### config.mk
export PLATFORM = sky130hd
export DESIGN_NAME = clkout_divider
export DESIGN_NICKNAME = d
export VERILOG_FILES = /design/src/rtl/clkout_pkg.sv /design/src/rtl/clkout_regs.sv /design/src/rtl/clkout_prescaler.sv /design/src/rtl/clkout_gate.sv /design/src/rtl/clkout_divider.sv
export SDC_FILE = /design/constraint.sdc
export NUM_CORES = 1
export LEC_CHECK = 0
export ABC_AREA = 1
export CORE_ASPECT_RATIO = 0.7
export CORE_MARGIN = 1
export CORE_UTILIZATION = 35
export DETAILED_ROUTE_END_ITERATION = 16
export PLACE_DENSITY = 0.67
export SLEW_MARGIN = 0
export SYNTH_ARGS = -nofsm -noshare
export SYNTH_HDL_FRONTEND = slang
export SYNTH_HIERARCHICAL = 1
export SYNTH_SLANG_ARGS = --single-unit
### constraint.sdc
create_clock -name osc_clk -period 1.7 [get_ports osc_clk]
set_clock_uncertainty 0.1 [all_clocks]
set_input_delay 0.34 -clock osc_clk [delete_from_list [all_inputs] [get_ports osc_clk]]
set_output_delay 0.34 -clock osc_clk [all_outputs]
set_load 0.05 [all_outputs]
### src/rtl/clkout_pkg.sv
`timescale 1ns/1ps
package clkout_pkg;

  localparam int CODE_W = 4;

  typedef struct packed {
    logic              en;
    logic [CODE_W-1:0] code;
  } ctrl_t;

endpackage

### src/rtl/clkout_regs.sv
`timescale 1ns/1ps
module clkout_regs
  import clkout_pkg::*;
#(
  parameter int ADDR_W = 16,
  parameter int DATA_W = 8,
  parameter logic [ADDR_W-1:0] CTRL_ADDR = 16'hFF40
) (
  input  logic              clk,
  input  logic              rst_n,
  input  logic [ADDR_W-1:0] addr,
  input  logic              wr,
  input  logic [DATA_W-1:0] wdata,
  output logic [DATA_W-1:0] rdata,
  output ctrl_t             ctrl
);

  localparam int EN_BIT = DATA_W - 1;
  localparam int PAD_W  = DATA_W - 1 - CODE_W;

  logic  hit;
  logic  wr_en;
  ctrl_t ctrl_d;
  ctrl_t ctrl_q;
  logic  unused_rsvd;

  assign hit   = (addr == CTRL_ADDR);
  assign wr_en = wr & hit;
  assign unused_rsvd = ^wdata[EN_BIT-1:CODE_W];

  always_comb begin
    ctrl_d = ctrl_q;
    if (wr_en) begin
      ctrl_d.en   = wdata[EN_BIT];
      ctrl_d.code = wdata[CODE_W-1:0];
    end
  end

  always_ff @(posedge clk or negedge rst_n) begin
    if (!rst_n) begin
      ctrl_q <= '0;
    end else begin
      ctrl_q <= ctrl_d;
    end
  end

  always_comb begin
    rdata = '0;
    if (hit) begin
      rdata = {ctrl_q.en, {PAD_W{1'b0}}, ctrl_q.code};
    end
  end

  assign ctrl = ctrl_q;

  assert_write_store_R2: assert property (@(posedge clk) disable iff (!rst_n)
    wr_en |=> (ctrl_q.en == $past(wdata[EN_BIT])) && (ctrl_q.code == $past(wdata[CODE_W-1:0])));

  assert_foreign_write_R2: assert property (@(posedge clk) disable iff (!rst_n)
    (wr && !hit) |=> $stable(ctrl_q));

endmodule

### src/rtl/clkout_prescaler.sv
`timescale 1ns/1ps
module clkout_prescaler #(
  parameter int STAGES = 8
) (
  input  logic              clk,
  input  logic              rst_n,
  input  logic              mode_full,
  output logic [STAGES-1:0] cnt
);

  logic              half_q;
  logic              half_d;
  logic              tick;
  logic [STAGES-1:0] cnt_q;
  logic [STAGES-1:0] cnt_d;

  always_comb begin
    half_d = ~half_q;
    tick   = mode_full | half_q;
    cnt_d  = cnt_q;
    if (tick) begin
      cnt_d = cnt_q + 1'b1;
    end
  end

  always_ff @(posedge clk or negedge rst_n) begin
    if (!rst_n) begin
      half_q <= 1'b0;
      cnt_q  <= '0;
    end else begin
      half_q <= half_d;
      cnt_q  <= cnt_d;
    end
  end

  assign cnt = cnt_q;

  assert_half_rate_R4: assert property (@(posedge clk) disable iff (!rst_n)
    (tick && !mode_full) |=> (!tick || mode_full));

  assert_count_step_R4: assert property (@(posedge clk) disable iff (!rst_n)
    tick |=> (cnt_q == $past(cnt_q) + 1'b1));

  assert_count_hold_R4: assert property (@(posedge clk) disable iff (!rst_n)
    !tick |=> $stable(cnt_q));

endmodule

### src/rtl/clkout_gate.sv
`timescale 1ns/1ps
module clkout_gate
  import clkout_pkg::*;
#(
  parameter int STAGES    = 8,
  parameter int CODE_BASE = 5
) (
  input  logic              clk,
  input  logic              rst_n,
  input  logic [STAGES-1:0] cnt,
  input  ctrl_t             ctrl,
  output logic              clk_out
);

  localparam int TAP_W = (STAGES > 1) ? $clog2(STAGES) : 1;
  localparam logic [CODE_W-1:0] CODE_LO = CODE_W'(CODE_BASE);
  localparam logic [CODE_W-1:0] CODE_HI = CODE_W'(CODE_BASE + STAGES - 1);

  logic             legal;
  logic [TAP_W-1:0] idx;
  logic             tap;
  logic             gate_d;
  logic             gate_q;

  always_comb begin
    legal  = (ctrl.code >= CODE_LO) && (ctrl.code <= CODE_HI);
    idx    = legal ? TAP_W'(ctrl.code - CODE_LO) : '0;
    tap    = legal & cnt[idx];
    gate_d = tap ? gate_q : (ctrl.en & legal);
  end

  always_ff @(posedge clk or negedge rst_n) begin
    if (!rst_n) begin
      gate_q <= 1'b0;
    end else begin
      gate_q <= gate_d;
    end
  end

  assign clk_out = gate_q & tap;

  assert_gate_low_phase_R8: assert property (@(posedge clk) disable iff (!rst_n)
    !$stable(gate_q) |-> !$past(tap));

  assert_disabled_stays_low_R7: assert property (@(posedge clk) disable iff (!rst_n)
    (!ctrl.en && !clk_out) |=> !clk_out);

endmodule

### src/rtl/clkout_divider.sv
`timescale 1ns/1ps
module clkout_divider
  import clkout_pkg::*;
#(
  parameter int ADDR_W = 16,
  parameter int DATA_W = 8,
  parameter logic [ADDR_W-1:0] CTRL_ADDR = 16'hFF40,
  parameter int STAGES    = 8,
  parameter int CODE_BASE = 5
) (
  input  logic              osc_clk,
  input  logic              rst_n,
  input  logic              mode_full,
  input  logic [ADDR_W-1:0] bus_addr,
  input  logic              bus_wr,
  input  logic [DATA_W-1:0] bus_wdata,
  output logic [DATA_W-1:0] bus_rdata,
  output logic              clk_out
);

  localparam int SYNC_STAGES = 2;

  logic [SYNC_STAGES-1:0] rst_pipe_q;
  logic                   rst_int_n;
  ctrl_t                  ctrl;
  logic [STAGES-1:0]      cnt;

  always_ff @(posedge osc_clk or negedge rst_n) begin
    if (!rst_n) begin
      rst_pipe_q <= '0;
    end else begin
      rst_pipe_q <= {rst_pipe_q[SYNC_STAGES-2:0], 1'b1};
    end
  end

  assign rst_int_n = rst_pipe_q[SYNC_STAGES-1];

  clkout_regs #(
    .ADDR_W    (ADDR_W),
    .DATA_W    (DATA_W),
    .CTRL_ADDR (CTRL_ADDR)
  ) i_regs (
    .clk   (osc_clk),
    .rst_n (rst_int_n),
    .addr  (bus_addr),
    .wr    (bus_wr),
    .wdata (bus_wdata),
    .rdata (bus_rdata),
    .ctrl  (ctrl)
  );

  clkout_prescaler #(
    .STAGES (STAGES)
  ) i_prescaler (
    .clk       (osc_clk),
    .rst_n     (rst_int_n),
    .mode_full (mode_full),
    .cnt       (cnt)
  );

  clkout_gate #(
    .STAGES    (STAGES),
    .CODE_BASE (CODE_BASE)
  ) i_gate (
    .clk     (osc_clk),
    .rst_n   (rst_int_n),
    .cnt     (cnt),
    .ctrl    (ctrl),
    .clk_out (clk_out)
  );

  assert_prohibited_low_R6: assert property (@(posedge osc_clk) disable iff (!rst_int_n)
    ((ctrl.code < CODE_W'(CODE_BASE)) || (ctrl.code > CODE_W'(CODE_BASE + STAGES - 1))) |-> !clk_out);

  assert_reset_quiet_R1: assert property (@(posedge osc_clk) disable iff (!rst_n)
    $rose(rst_int_n) |-> (!clk_out && bus_rdata == '0 || bus_addr != CTRL_ADDR));

endmodule

==> results by group <==
Timing
  – Hold slack: 140 ps
  – Fin. max-slew vios: 0
  – Final setup violating endpoints: 1
  – Max_slew headroom: 0.588
  – Min cycle time layout: 2140 ps
  – Max Freq: 0.468 GHz
  – PnR worst setup slack: -439 ps
  – TNS Setup: -439 ps
  – Final period utilization: 1.26
  – Slew @ Worst Pin: 617 ps
  – Final hold vios: 0
  – RSZ-0062 raised after global routing: yes

Critical path
  – Setup slack, reg-to-reg: 50 ps
  – Max FO, Critical Path: 6
  – Critical Path End: clk_out
  – Reg2reg end: i_gate/gate_q
  – Worst EP arrival: 1700 ps
  – Crit path kind: flip-flop to output pin
  – Critical Path Start: i_regs/ctrl[0]
  – Critical Path RT: 1260 ps
  – Crit. End Element: output pin
  – Worst R2R Start: i_regs/ctrl[0]
  – Critical Path Source Type: flip-flop
  – Cells on worst reg2reg path: 12

Floorplan
  – Core area: 0.00284 mm2
  – Die height: 48.1 um
  – # IOs: 37
  – Row cnt: 16
  – Initial Util: 0.375
  – Die width: 67.9 um
  – Die area: 0.00327 mm2

Status
  – Outcome: finished, violations left
  – Failing checks: setup timing

Detailed routing
  – Initial DRC Count: 37
  – WL/cell: 11.8 um
  – Vias/cell: 4.47
  – Routed wire length: 2530 um
  – # DRC: 0
  – Vias: 961
  – Final ANT Viol Nets: 0
  – DRT Pass-1 Iters: 4

Global routing
  – GR Util All Layers: 0.173
  – Vias in the first global route: 883
  – Total grt overflow: 0
  – Largest net degree at the start of global routing: 16
  – Initial antenna violation count: 0
  – First-pass GRT wire length: 4030 um

Clock tree
  – Clock sink count: 17
  – Max clock buf depth: 2
  – Worst-path clk slew: 60 ps
  – Root Driver: clkbuf_8
  – TritonCTS clock tree: yes
  – Htree depth: 1
  – CTS Buf Count: 3
  – Skew-Pair Late Insertion Delay: 250 ps

Power
  – Power per cell area: 753 mW/mm2
  – Leakage: 0.747 nW
  – Max VDD drop: 549 uV

Logic synthesis
  – Yosys warnings: 6
  – Sequential share of the synthesized area: 0.400
  – Number of synthesized register bits: 17
  – Synthesized area: 0.00106 mm2
  – Post-Syn Instances: 136
  – Synth Area per Inst: 7.83 um2
  – Number of library cell types mapped by synthesis: 23

Final layout
  – Post-route cell area: 0.00163 mm2
  – Most common cell after layout, fill and taps aside: nand2_1
  – Area grow syn2layout: 52.6%
  – Register Area: 427 um2
  – Antenna Cells: 0
  – Layout cells sized above 1: 0.441
  – Fillcell total: 269
  – Net count, final: 211
  – Commonest non-fill, non-tap cells in the layout: nand2_1 (24), inv_1 (16), dfrtp_1 (16)
  – Multi-input gate area: 653 um2

Placement
  – Setup Slack @ Placement: -313 ps
  – Buffers added on ports: 30
  – Placement Cell Area: 0.00152 mm2
  – Routability cong.: 0.849
  – Post-DP HPWL: 1910 um

Min path
  – Worst Hold Class: primary input to asynchronous set/reset pin

Flow run
  – Total of max-cap violations: 0
[layout make-up]
type / count / share of cell area
Multi-Input combinational cell: 96 / 0.402
Sequential cell: 17 / 0.263
Timing Repair Buffer: 40 / 0.225
Inverter: 22 / 0.0547
Tap cell: 36 / 0.0277
Clock buffer: 3 / 0.0254
Clock inverter: 1 / 0.00308
[state kept, by name, indices dropped and copies added (netlist names)]
register            count
rst_pipe_q              2
i_prescaler/half_q      1
i_gate/gate_q           1
i_prescaler/cnt         8
i_regs/ctrl             5
[metrics by stage]
step           total power, W   util  instances
3_5_place_dp         0.000915  0.535        209
5_1_grt               0.00131  0.572        215
4_1_cts               0.00121  0.578        215
6_report              0.00122  0.572        215
2_1_floorplan        0.000802      -        138
3_3_place_gp         0.000899  0.535        209
[power by group]
part           internal (W)  switching (W)  total [W]
clock network      0.000163       0.000135   0.000297
logic              0.000151       0.000170   0.000320
registers          0.000487       0.000119   0.000606
total              0.000800       0.000423    0.00122
[worst max-delay path, cell delays in order, from the launching register on]
cell and delay [ps]:
dfrtp_1 380, inv_2 80, ha_4 170, inv_4 50
nand2_8 70, nand2_4 70, nand2_2 50, nand3_1 70
nand3_2 100, nand2_2 60, nand2_2 80, clkinvlp_4 90
buf_12 150
[worst min path at each step]
| stage | start | end | slack, ps | cells after the start |
|---|---|---|---|---|
| 2_1_floorplan | rst_n | rst_pipe_q[0] | -60 | 0 |
| 3_3_place_gp | rst_pipe_q[1] | i_prescaler/half_q | 170 | 0 |
| 3_5_place_dp | rst_pipe_q[1] | i_prescaler/half_q | 170 | 0 |
| 4_1_cts | rst_n | rst_pipe_q[1] | 130 | 1 |
| 5_1_grt | rst_n | rst_pipe_q[1] | 140 | 1 |
| 6_report | rst_n | rst_pipe_q[0] | 140 | 1 |
[logic make-up after synthesis]
logic type      synth area share
compound gates            0.0212
xor+xnor                  0.0247
fa+ha+maj                 0.0353
buf+inv                   0.0987
flops                      0.400
mux                       0.0106
other cells              0.00705
simple gates               0.403
[per-layer routing]
metal | track usage | wire [um]
met1 | 0.241 | 1190
met2 | 0.269 | 1240
met3 | 0.0514 | 97
met4 | 0.0417 | 0
met5 | 0 | 0
[synth_stat cells]
| master | number | share of area |
|---|---|---|
| dfrtp_1 | 17 | 0.40 |
| nor2_2 | 4 | 0.023 |
| nor2_1 | 11 | 0.039 |
| inv_1 | 21 | 0.074 |
| nand3_1 | 10 | 0.047 |
| xnor2_1 | 2 | 0.016 |
| ha_1 | 3 | 0.035 |
| o21ai_1 | 2 | 0.0094 |
| nand2_4 | 1 | 0.011 |
| xor2_1 | 1 | 0.0082 |
| nor2_4 | 3 | 0.032 |
| nand4_1 | 8 | 0.047 |
| nand2_1 | 33 | 0.12 |
| o21ai_0 | 1 | 0.0047 |
| nor3_1 | 1 | 0.0047 |
| mux2_2 | 1 | 0.011 |
| nand3_4 | 1 | 0.016 |
| buf_4 | 3 | 0.021 |
| nand2_2 | 5 | 0.029 |
| conb_1 | 2 | 0.0071 |
| a21boi_1 | 1 | 0.0071 |
| nand3_2 | 4 | 0.038 |
| inv_2 | 1 | 0.0035 |
[timing repair]
action,in CTS,in global routing
endpoints found under the hold margin,0,0
setup endpoints to repair,6,7
pin swaps,15,18
resized for setup,50,29
buffers inserted,2,0
hold buffers,0,0
cloned,0,0
(Power assumes the default switching activity.)
